## src/rtl/adc_seq_pkg.sv

```systemverilog
package adc_seq_pkg;
  typedef enum logic [1:0] {
    ST_IDLE  = 2'd0,
    ST_CONV  = 2'd1,
    ST_DEAD  = 2'd2,
    ST_BLOCK = 2'd3
  } seq_state_e;
endpackage

```

## src/rtl/adc_sync.sv

```systemverilog
module adc_sync #(
  parameter int unsigned W           = 3,
  parameter int unsigned STAGES      = 2,
  parameter logic [W-1:0] RST_VAL    = '0
) (
  input  logic         clk_i,
  input  logic         rst_ni,
  input  logic [W-1:0] d_i,
  output logic [W-1:0] q_o
);
  for (genvar b = 0; b < W; b++) begin : g_bit
    logic [STAGES-1:0] chain_q;
    always_ff @(posedge clk_i or negedge rst_ni) begin
      if (!rst_ni) chain_q <= {STAGES{RST_VAL[b]}};
      else         chain_q <= {chain_q[STAGES-2:0], d_i[b]};
    end
    assign q_o[b] = chain_q[STAGES-1];
  end
endmodule

```

## src/rtl/adc_guard.sv

```systemverilog
module adc_guard #(
  parameter int unsigned GUARD_CYC = 2000
) (
  input  logic clk_i,
  input  logic rst_ni,
  input  logic shdn_i,
  output logic busy_o
);
  localparam int unsigned GW = $clog2(GUARD_CYC + 1);
  logic [GW-1:0] cnt_q;

  always_ff @(posedge clk_i or negedge rst_ni) begin
    if (!rst_ni)            cnt_q <= '0;
    else if (shdn_i)        cnt_q <= GW'(GUARD_CYC);
    else if (cnt_q != '0)   cnt_q <= cnt_q - 1'b1;
  end

  assign busy_o = (cnt_q != '0);
endmodule

```

## src/rtl/adc_frame_ctrl.sv

```systemverilog
module adc_frame_ctrl
  import adc_seq_pkg::*;
#(
  parameter int unsigned DATA_W     = 12,
  parameter int unsigned LEAD_ZEROS = 4,
  localparam int unsigned FRAME_W   = DATA_W + LEAD_ZEROS,
  localparam int unsigned IDX_W     = $clog2(FRAME_W)
) (
  input  logic              clk_i,
  input  logic              rst_ni,
  input  logic              clear_i,
  input  logic              start_i,
  input  logic              adv_i,
  input  logic              guard_i,
  input  logic [DATA_W-1:0] sample_i,
  output seq_state_e        state_o,
  output logic [IDX_W-1:0]  idx_o,
  output logic              msb_o,
  output logic [DATA_W-1:0] held_o,
  output logic              err_o
);
  seq_state_e         state_q;
  logic [IDX_W-1:0]   idx_q;
  logic [FRAME_W-1:0] shift_q;
  logic [DATA_W-1:0]  held_q;
  logic               err_q;

  always_ff @(posedge clk_i or negedge rst_ni) begin
    if (!rst_ni) begin
      state_q <= ST_IDLE;
      idx_q   <= '0;
      shift_q <= '0;
      held_q  <= '0;
      err_q   <= 1'b0;
    end else if (clear_i) begin
      state_q <= ST_IDLE;
      idx_q   <= '0;
      shift_q <= '0;
    end else begin
      unique case (state_q)
        ST_IDLE: begin
          if (start_i) begin
            if (guard_i) begin
              err_q   <= 1'b1;
              state_q <= ST_BLOCK;
            end else begin
              err_q   <= 1'b0;
              held_q  <= sample_i;
              shift_q <= {{LEAD_ZEROS{1'b0}}, sample_i};
              idx_q   <= '0;
              state_q <= ST_CONV;
            end
          end
        end
        ST_CONV: begin
          if (adv_i) begin
            if (idx_q == IDX_W'(FRAME_W - 1)) begin
              shift_q <= '0;
              state_q <= ST_DEAD;
            end else begin
              shift_q <= {shift_q[FRAME_W-2:0], 1'b0};
              idx_q   <= idx_q + 1'b1;
            end
          end
        end
        ST_DEAD: begin
          if (adv_i) begin
            held_q  <= sample_i;
            shift_q <= {{LEAD_ZEROS{1'b0}}, sample_i};
            idx_q   <= '0;
            state_q <= ST_CONV;
          end
        end
        default: ;  // ST_BLOCK: wait for deselect
      endcase
    end
  end

  assign state_o = state_q;
  assign idx_o   = idx_q;
  assign msb_o   = shift_q[FRAME_W-1];
  assign held_o  = held_q;
  assign err_o   = err_q;
endmodule

```

## src/rtl/adc_serial_seq.sv

```systemverilog
module adc_serial_seq
  import adc_seq_pkg::*;
#(
  parameter int unsigned DATA_W      = 12,
  parameter int unsigned LEAD_ZEROS  = 4,
  parameter int unsigned SYNC_STAGES = 2,
  parameter int unsigned GUARD_CYC   = 2000,
  localparam int unsigned FRAME_W    = DATA_W + LEAD_ZEROS,
  localparam int unsigned IDX_W      = $clog2(FRAME_W)
) (
  input  logic              clk_i,
  input  logic              rst_ni,
  input  logic              cs_ni,
  input  logic              sclk_i,
  input  logic              shdn_i,
  input  logic [DATA_W-1:0] sample_i,
  output logic              dout_o,
  output logic              dout_oe_o,
  output logic              status_o,
  output logic              early_err_o
);
  // bit 2: cs, bit 1: sclk, bit 0: shdn
  logic [2:0] raw, syn;
  logic       cs_s, sclk_s, shdn_s;
  logic       cs_prev_q, sclk_prev_q;
  logic       cs_fall, sclk_fall, guard_busy, live;
  seq_state_e state_q;
  logic [IDX_W-1:0]  bit_idx;
  logic              shift_msb;
  logic [DATA_W-1:0] sample_q;

  assign raw = {cs_ni, sclk_i, shdn_i};

  adc_sync #(.W(3), .STAGES(SYNC_STAGES), .RST_VAL(3'b100)) i_sync (
    .clk_i (clk_i),
    .rst_ni(rst_ni),
    .d_i   (raw),
    .q_o   (syn)
  );
  assign {cs_s, sclk_s, shdn_s} = syn;

  always_ff @(posedge clk_i or negedge rst_ni) begin
    if (!rst_ni) begin
      cs_prev_q   <= 1'b1;
      sclk_prev_q <= 1'b0;
    end else begin
      cs_prev_q   <= cs_s;
      sclk_prev_q <= sclk_s;
    end
  end
  assign cs_fall   = cs_prev_q & ~cs_s;
  assign sclk_fall = sclk_prev_q & ~sclk_s;

  adc_guard #(.GUARD_CYC(GUARD_CYC)) i_guard (
    .clk_i (clk_i),
    .rst_ni(rst_ni),
    .shdn_i(shdn_s),
    .busy_o(guard_busy)
  );

  adc_frame_ctrl #(.DATA_W(DATA_W), .LEAD_ZEROS(LEAD_ZEROS)) i_ctrl (
    .clk_i   (clk_i),
    .rst_ni  (rst_ni),
    .clear_i (cs_s | shdn_s),
    .start_i (cs_fall),
    .adv_i   (sclk_fall),
    .guard_i (guard_busy),
    .sample_i(sample_i),
    .state_o (state_q),
    .idx_o   (bit_idx),
    .msb_o   (shift_msb),
    .held_o  (sample_q),
    .err_o   (early_err_o)
  );

  // raw pins gate the outputs so release does not wait for a clock
  assign live      = ~cs_ni & ~shdn_i;
  assign dout_oe_o = live & ((state_q == ST_CONV) | (state_q == ST_DEAD));
  assign dout_o    = dout_oe_o & shift_msb;
  assign status_o  = live & (state_q == ST_CONV);
endmodule

```

## config.mk

```make
export PLATFORM = sky130hd
export DESIGN_NAME = adc_serial_seq
export DESIGN_NICKNAME = d
export VERILOG_FILES = /design/src/rtl/adc_seq_pkg.sv /design/src/rtl/adc_sync.sv /design/src/rtl/adc_guard.sv /design/src/rtl/adc_frame_ctrl.sv /design/src/rtl/adc_serial_seq.sv
export SDC_FILE = /design/constraint.sdc
export NUM_CORES = 1
export LEC_CHECK = 0
export ABC_CLOCK_PERIOD_IN_PS = 2700
export BUFFER_PORTS_ARGS = -buffer_cell sky130_fd_sc_hd__buf_2
export CAP_MARGIN = 25
export CORE_ASPECT_RATIO = 1.75
export CORE_UTILIZATION = 45
export DETAILED_ROUTE_END_ITERATION = 6
export HOLD_SLACK_MARGIN = 0.05
export PLACE_DENSITY = 0.6
export SLEW_MARGIN = 15
export SYNTH_ARGS = -nofsm -noshare
export SYNTH_HDL_FRONTEND = slang
export SYNTH_SLANG_ARGS = --single-unit
```

## constraint.sdc

```tcl
create_clock -name clk_i -period 2.7 [get_ports clk_i]
set_input_delay 0.54 -clock clk_i [delete_from_list [all_inputs] [get_ports clk_i]]
set_output_delay 0.54 -clock clk_i [all_outputs]
set_load 0.02 [all_outputs]
```

Word-level counts from Yosys, hierarchy flattened
Cells that the tools add are included.

Add/subtract/negate cells: 2. Multipliers: 0. Divide/modulo/power cells: 0. $lt $le $gt $ge: 0. Eq/ne operators: 9. Shift operators: 0. Multiplexer cells: 24. Bitwise logic cells: 13. Reduce and logical (&&, ||, !) cells: 8.

Operators by type and width (number): $mux W16 (6); $pmux W16 S3 (1); $mux W4 (6); $mux W11 (2); $mux W2 (6); $pmux W4 S3 (1); $reduce_bool A11 Y1 (1); $sub A11 B1 Y11 const B (1); $reduce_and A5 Y1 (2); $ne A3 B1 Y1 const B (3); $ne A3 B2 Y1 const B (3); $and A1 B1 Y1 (6); $pmux W2 S3 (1); $reduce_and A6 Y1 (1); $not A1 Y1 (5); $add A4 B1 Y4 const B (1); $eq A4 B4 Y1 const B (1); $reduce_bool A4 Y1 (1); $reduce_and A3 Y1 (1); $eq A2 B1 Y1 const B (1); $eq A2 B2 Y1 const B (1); $logic_not A2 Y1 (1); $or A1 B1 Y1 (2); $reduce_bool A2 Y1 (1); $mux W1 (1).

Register bits after elaboration: 42. Bits in latches: 0. Bits in writable memories: 0. Memory bits (read-only): 0. Input port bits: 17. Output and inout port bits: 4. Word-level logic and storage cells: 66. Memories: 0.

Logic depth before layout (Yosys ltp)
Gate-level depths: netlist of the first run.

Depth in word-level cells: 5. Mapped depth: 7. Mapped depth without buffers: 6.

By module
A second synthesis of the first run with hierarchy kept.

Cell total of the unflattened synthesis: 234. Area, all modules: 2590.0 sq um.

Modules (own cells, without submodules): adc_frame_ctrl (instances 1, cells each 153, area each 1707.9 sq um, seq. area each 875.8 sq um); adc_guard (instances 1, cells each 62, area each 593.1 sq um, seq. area each 275.3 sq um); adc_sync (instances 1, cells each 9, area each 175.2 sq um, seq. area each 152.6 sq um); adc_serial_seq (instances 1, cells each 10, area each 113.9 sq um, seq. area each 51.3 sq um).

Worst setup path after synthesis of the first run
No wires, ideal clock.

Kind: reg2out. Start point: register i_ctrl.state_q[0], in the netlist i_ctrl.state_o[0]. End point: output dout_o. Arrival: 1630 ps. Data required time: 2160 ps. Path slack: 530 ps. Stages on the path, launching flop included: 5. Path buffers: 0. Cells stage by stage: dfrtp_1 -> inv_1 -> ha_1 -> nor3b_1 -> and2_1.

Word-level cells in the longest chain between the ends: 4. Elaborated cells between the ends (all ways): 5. Those cells by class: eq/ne: 2; bitwise: 3.

RTL lines: from (decl) (line adc_frame_ctrl.sv:22) `seq_state_e state_q;`; from (signal assigned) (line adc_frame_ctrl.sv:30) `state_q <= ST_IDLE;`; from (signal assigned) (line adc_frame_ctrl.sv:36) `state_q <= ST_IDLE;`; from (signal assigned) (line adc_frame_ctrl.sv:45) `state_q <= ST_BLOCK;`; $eq A2 B1 Y1 / $eq A2 B2 Y1 (equally long branches); $or A1 B1 Y1 (*) (line adc_serial_seq.sv:78) `assign dout_oe_o = live & ((state_q == ST_CONV) | (state_q == ST_DEAD));`; $and A1 B1 Y1 (*) (line adc_serial_seq.sv:78); named net dout_oe_o (line adc_serial_seq.sv:18) `output logic dout_oe_o,`; $and A1 B1 Y1 (*) (line adc_serial_seq.sv:79) `assign dout_o = dout_oe_o & shift_msb;`; to (decl) (line adc_serial_seq.sv:17) `output logic dout_o,`.

Mark *: on every way through the listed nets, which the timed path passes. The rest lies on a longest branch.

Worst setup path after layout of the first run
Start point: register i_guard.cnt_q[0]. End point: register i_ctrl.shift_q[0].

Word-level cells in the longest chain between the ends: 3.

RTL lines: from (decl) (line adc_guard.sv:10) `logic [GW-1:0] cnt_q;`; from (signal assigned) (line adc_guard.sv:14) `else if (shdn_i) cnt_q <= GW'(GUARD_CYC);`; from (signal assigned) (line adc_guard.sv:15) `else if (cnt_q != '0) cnt_q <= cnt_q - 1'b1;`; $reduce_bool A11 Y1 (line adc_guard.sv:18) `assign busy_o = (cnt_q != '0);`; $ne A3 B2 Y1 (no line); $reduce_and A5 Y1 (no line); to (signal assigned) (line adc_frame_ctrl.sv:49) `shift_q <= {{LEAD_ZEROS{1'b0}}, sample_i};`; to (signal assigned) (line adc_frame_ctrl.sv:61) `shift_q <= {shift_q[FRAME_W-2:0], 1'b0};`; to (signal assigned) (line adc_frame_ctrl.sv:69) `shift_q <= {{LEAD_ZEROS{1'b0}}, sample_i};`; to (decl) (line adc_frame_ctrl.sv:24) `logic [FRAME_W-1:0] shift_q;`.

No other way between the ends. A chain may end at the register's enable or synchronous reset.

==> results of run 1 <==
## layout by cell type (no fill, tap or decap), drive strengths merged, types with 3 or more instances in the layout
cell type	Yosys	routed
o211ai	3	3
ha	6	6
a21oi	9	9
nor2	10	10
dfrtp	39	39
nand2	10	10
mux2i	6	6
a211oi	3	3
inv	12	12
o21ai	5	5
a222oi	11	11
nand2b	4	4
xnor2	3	3
clkbuf	5	5
buf	4	29
and3	3	3
nor4	3	3
dfstp	3	3
nand3	3	3
a2bb2oi	12	12
## area by class of cell
cell class | instances | share of cell area
sequential | 42 | 0.4341
multi-input combinational | 119 | 0.3970
timing repair buffer | 29 | 0.07724
clock buffer | 5 | 0.02832
tap | 51 | 0.02626
clock inverter | 3 | 0.01854
inverter | 12 | 0.01854
## registers in the layout, summed over array words and instances (netlist names)
signal,flops
i_ctrl.shift_q,16
i_ctrl.err_o,1
i_sync.g_bit.chain_q,6
i_guard.cnt_q,11
sclk_prev_q,1
i_ctrl.idx_o,4
cs_prev_q,1
i_ctrl.state_o,2
## cells in the mapped netlist (2+ instances only)
cell,instances
o21ai_0,4
clkbuf_1,5
a222oi_1,11
a21oi_1,8
nand2_1,10
inv_1,12
nand3b_1,2
nor2_1,10
ha_1,6
nand2b_1,4
o21bai_1,2
dfrtp_1,39
a2bb2oi_2,11
dfstp_2,3
and3_1,3
nor3b_1,2
nand3_1,3
or4_1,2
mux2i_1,6
o211ai_1,3
buf_2,2
a211oi_1,3
nor4_1,2
mux2_2,2
xnor2_1,3
## stage by stage
| step | instance area, um^2 | instances | hold slack, ns | total power (uW) |
|---|---|---|---|---|
| after floorplan | 2112 | 182 | 0.2444 | 984.6 |
| after global placement | 2288 | 252 | 0.3344 | 1060 |
| after detailed placement | 2288 | 252 | 0.3355 | 1073 |
| after CTS | 2402 | 260 | 0.3267 | 1575 |
| after global routing | 2430 | 261 | 0.2312 | 1644 |
| final | 2430 | 261 | 0.2013 | 1566 |
## worst paths after layout
| path | end | depth (start not counted) | startpoint | slack (ns) |
|---|---|---|---|---|
| max | i_ctrl.shift_q[0] | 7 | i_guard.cnt_q[0] | 0.40 |
| min | i_ctrl.state_o[1] | 1 | rst_ni | 0.20 |
| max reg2reg | i_ctrl.shift_q[0] | 7 | i_guard.cnt_q[0] | 0.40 |
| min reg2reg | i_sync.g_bit[0].chain_q[1] | 0 | i_sync.g_bit[0].chain_q[0] | 0.35 |
| max in group asynchronous | i_ctrl.shift_q[7] | 2 | rst_ni | 2.01 |
| min in group clk_i | i_sync.g_bit[1].chain_q[0] | 1 | sclk_i | 0.34 |
## power by group
group          switching [uW]  total, uW  internal, uW
Combinational             160        321           161
Clock                     226        501           275
Sequential               53.2        743           690
## per-layer routing
layer  vias to the layer above  routed length [um]
li1                        737                   -
met3                         8                 113
met1                       787                1717
met2                        30                2299
met4                         0                 108
met5                         -                   0
## logic make-up after synthesis
kind of cell,count (synthesis),share of synthesized area
AOI/OAI and AO/OA,54,0.2387
xor gates and xnor gates,3,0.01244
DFF,42,0.4994
muxes,8,0.03910
buffers and inverters,21,0.04384
adders and majority gates,6,0.03554
and+or+nand+nor,48,0.1309
==> summary.txt, run 1 <==
Run status
  – Status: complete, no violations

Logic synthesis
  – Yosys top cell area share: 0.4621
  – Post-synth cell types: 49
  – Ranking of synthesized cells by area: dfrtp_1 (46%), a2bb2oi_2 (7.8%), a222oi_1 (5.2%), dfstp_2 (3.7%), ha_1 (3.6%)
  – Commonest register cell after synthesis: dfrtp_1
  – Post-synthesis sequential area ratio: 0.4994
  – Synth area leader: dfrtp_1
  – Post-synthesis instance area: 2112 um^2
  – Yosys reg bits: 42
  – Number of flops mapped to enable cells by yosys: 0
  – Mapped Nets: 205
  – Yosys warnings: 0
  – Asr flop ratio synth: 1.000
  – Post-Syn Instances: 182
  – Syn Area/Cell: 11.60 um^2

Critical path
  – WP data arrival: 2.53 ns
  – Endpoint class of the critical path: register
  – Worst path top cell family by delay: simple AND/OR/NAND/NOR gates
  – Critical path fanouts, max: 20
  – Crit Path Category: reg -> reg
  – Critical path, cell by cell: inv_1 > ha_1 > or4b_4 > o31a_1 > a21oi_2 > buf_4 > mux2i_1
  – Critical Path Max Stage Delay: 0.51 ns
  – Buf/Inv on CP: 2
  – Slowest stage cell, crit path: or4b_4
  – CP Launch Type: register
  – Worst Path Required: 2.93 ns

Layout
  – # fillers: 379
  – Syn-to-layout area delta: 15.05%
  – Share of the core filled with cells in the final layout: 0.5467
  – Share of layout cells above drive strength 1: 0.2857
  – Final nets: 232
  – Register area: 1055 um^2
  – # diodes: 0
  – Footprint of the multi-input gates: 964.7 um^2

Placement
  – I/O Buffers: 20
  – GP Congestion: 0.6910
  – Dpl ws: 0.4029 ns
  – DP Wirelength: 2948 um

Floorplan
  – DIE HEIGHT: 92.63 um
  – Core box area: 4444 um^2
  – I/O pins: 21
  – # rows: 32
  – Starting Density: 0.4752
  – Die W: 53.79 um
  – Die area: 4982 um^2

Timing
  – Fin worst setup slack: 0.3973 ns
  – Worst Skew: 0.004254 ns
  – Final Hold Vio Count: 0
  – Fmax: 0.4343 GHz
  – Setup TNS: 0 ns
  – Worst slew margin: 0.6589
  – Final setup vio count: 0
  – Final Cycle Share: 0.8528
  – RSZ-0062 raised after global routing: no
  – Post-layout min period: 2.303 ns
  – Max Slew Vio Count: 0
  – Worst-margin pin slew: 0.5117 ns

Global route
  – GR Overflow Total: 0
  – Total track usage: 0.2031
  – Largest net degree at the start of global routing: 43
  – Met3 usage: 0.04433
  – Met2 Track Usage GR: 0.3477
  – GR met1 Demand/Resource: 0.2206
  – Gr busiest metal: met2
  – Initial antenna violation count: 0
  – Vias in the first global route: 1609
  – First-pass GRT wire length: 7314 um

Routing
  – ANT nets after route: 0
  – Vias per cell: 5.985
  – Drt drc: 0
  – Detailed-route via count: 1562
  – WL per Instance: 16.24 um
  – Detailed router's first-iteration violation count: 52
  – Drt pass-1 iters: 6
  – WL final: 4239 um

Clock tree
  – Number of H-tree levels: 2
  – Hold Buf Count CTS: 0
  – CTS Buffer Depth: 2
  – Clock latency on the worst-skew pair: 0.30 ns
  – Clock Sinks: 42
  – CTS root buffer: clkbuf_8
  – Clk slew on worst S/H paths: 0.08 ns
  – Setup bufs post-CTS: 0
  – CTS resizes: 0
  – Cts bufs inserted: 5
  – CTS tree: yes

Flow run
  – Max Cap Violations: 0

Power and ir drop
  – Leakage: 0.001020 uW
  – Peak supply drop: 462.9 uV
  – Power Dens Cells: 644.4 nW/um^2

Hold path
  – Hold Crit Class: in -> async
(Power assumes the default switching activity.)
==> inputs of run 2 (changes only) <==
==> constraint.sdc (replaced) <==
create_clock -name clk_i -period 2.7 [get_ports clk_i]
set_input_delay 0.27 -clock clk_i [delete_from_list [all_inputs] [get_ports clk_i]]
set_output_delay 0.27 -clock clk_i [all_outputs]
set_load 0.02 [all_outputs]
==> run 2 against run 1 <==
Via count rose by 0.96%. Power barely moved. Largest cell class unchanged. Largest power group unchanged. Routed wire length rose by 0.28%. Worst setup slack got worse by 0.0024 ns. Critical endpoint unchanged.
==> summary.txt, run 2 (same netlist as run 1, synthesis figures left out) <==
Clock tree
  – Clock Sinks: 42
  – Setup bufs post-CTS: 0
  – Number of H-tree levels: 2
  – CTS Buffer Depth: 2
  – CTS root buffer: clkbuf_8
  – Cts bufs inserted: 5
  – CTS resizes: 0
  – Clk slew on worst S/H paths: 0.08 ns
  – CTS tree: yes
  – Hold Buf Count CTS: 0
  – Clock latency on the worst-skew pair: 0.30 ns

Floorplan
  – I/O pins: 21
  – DIE HEIGHT: 92.63 um
  – Die area: 4982 um^2
  – Starting Density: 0.4752
  – Core box area: 4444 um^2
  – # rows: 32
  – Die W: 53.79 um

Flow run
  – Max Cap Violations: 0

Layout
  – Final Non-Filler Cells: 262
  – # diodes: 0
  – Biggest regs: i_ctrl.shift_q: 16 flops, i_guard.cnt_q: 11 flops, i_sync.g_bit.chain_q: 6 flops
  – Largest Register: i_ctrl.shift_q
  – Most common cell after layout, fill and taps aside: dfrtp_1
  – Final nets: 233
  – Commonest non-fill, non-tap cells in the layout: dfrtp_1 (39), buf_2 (20), inv_1 (12)
  – Syn-to-layout area delta: 15.52%
  – Max FFs per register: 16
  – Share of layout cells above drive strength 1: 0.2844
  – # fillers: 378

Critical path
  – CP Launch Type: register
  – Worst Path Required: 2.93 ns
  – Reg2reg start: i_guard.cnt_q[0]
  – Critical path fanouts, max: 20
  – R2R Path End: i_ctrl.shift_q[0]
  – Crit Path Category: reg -> reg
  – WP data arrival: 2.53 ns
  – Flop-to-flop setup slack: 0.39 ns
  – Endpoint class of the critical path: register
  – FF-to-FF path depth: 7

Routing
  – Drt drc: 0
  – WL final: 4251 um
  – ANT nets after route: 0
  – Drt pass-1 iters: 5
  – Vias per cell: 6.019
  – Detailed router's first-iteration violation count: 56
  – WL per Instance: 16.23 um
  – Detailed-route via count: 1577

Timing
  – Final setup vio count: 0
  – Post-layout min period: 2.305 ns
  – RSZ-0062 raised after global routing: no
  – Final Cycle Share: 0.8537
  – Fmax: 0.4338 GHz
  – Max Slew Vio Count: 0
  – Final Hold Vio Count: 0
  – Setup TNS: 0 ns
  – Fin worst setup slack: 0.3950 ns
  – Worst Skew: 0.004265 ns
  – Worst-margin pin slew: 0.5052 ns
  – Worst slew margin: 0.6632

Placement
  – Dpl ws: 0.4029 ns
  – Placed cell count: 252
  – GP Congestion: 0.6910
  – DP Wirelength: 2948 um
  – I/O Buffers: 20

Hold path
  – Worst Hold End: i_sync.g_bit[1].chain_q[0]
  – Depth of the worst hold-timing path: 1
  – Hold Startpoint: sclk_i
  – Hold Crit Class: in -> reg

Power and ir drop
  – Power Dens Cells: 642.2 nW/um^2
  – Design Power: 1567 uW
  – Peak supply drop: 462.3 uV
  – Leakage: 0.001024 uW

Run status
  – Status: complete, no violations

Global route
  – Met3 usage: 0.04433
  – First-pass GRT wire length: 7314 um
  – Met2 Track Usage GR: 0.3477
  – Largest net degree at the start of global routing: 43
  – Total track usage: 0.2031
  – Initial antenna violation count: 0
  – Gr busiest metal: met2
  – GR Overflow Total: 0
  – Vias in the first global route: 1609
  – GR met1 Demand/Resource: 0.2206
==> run 2: changes by cell type in the layout (fill, tap and decap cells not counted), sizes merged <==
cell,before,now
dlygate4sd3,0,1
==> run 2: worst max path at each step <==
stage                     start                 end  slack (ns)  depth (start not counted)
2_1_floorplan  i_guard.cnt_q[0]   i_ctrl.shift_q[0]        0.68                          7
5_1_grt        i_guard.cnt_q[0]  i_ctrl.shift_q[12]        0.26                          7
4_1_cts        i_guard.cnt_q[0]  i_ctrl.shift_q[12]        0.39                          7
3_3_place_gp   i_guard.cnt_q[0]  i_ctrl.shift_q[12]        0.48                          7
3_5_place_dp   i_guard.cnt_q[0]  i_ctrl.shift_q[12]        0.40                          7
6_report       i_guard.cnt_q[0]   i_ctrl.shift_q[0]        0.39                          7
==> run 2: final cells by class <==
class                   instances  area, um^2  share of cell area
flip-flops and latches         42        1055              0.4323
multi-input cells             119       964.7              0.3954
repair buffers                 30       197.7             0.08103
clock buffers                   5       68.82             0.02821
well taps                      51       63.81             0.02615
clock inverters                 3       45.04             0.01846
inverters                      12       45.04             0.01846
==> run 2: through the flow <==
step	cell area (um^2)	util	hold slack, ns
final	2440	0.5490	0.06637
after floorplan	2112	-	-0.02559
after detailed placement	2288	0.5149	0.3355
after global placement	2288	0.5149	0.3344
after CTS	2402	0.5405	0.05669
after global routing	2440	0.5490	0.05376
==> run 2: power by group <==
group	internal [uW]	total (uW)	switching, uW
Combinational	162	322	161
Clock	275	501	226
Sequential	690	743	53.3
==> run 2: critical path, cell delays in order, from the launching register on <==
cell     delay (ns)
dfrtp_1        0.42
inv_1          0.07
ha_1           0.25
or4b_4         0.51
o31a_1         0.33
a21oi_2        0.10
buf_4          0.31
mux2i_1        0.23
==> run 2: metal layers <==
| layer | routed length [um] | part of all wire |
|---|---|---|
| met1 | 1738 | 0.41 |
| met2 | 2289 | 0.54 |
| met3 | 113 | 0.027 |
| met4 | 108 | 0.025 |
| met5 | 0 | 0 |
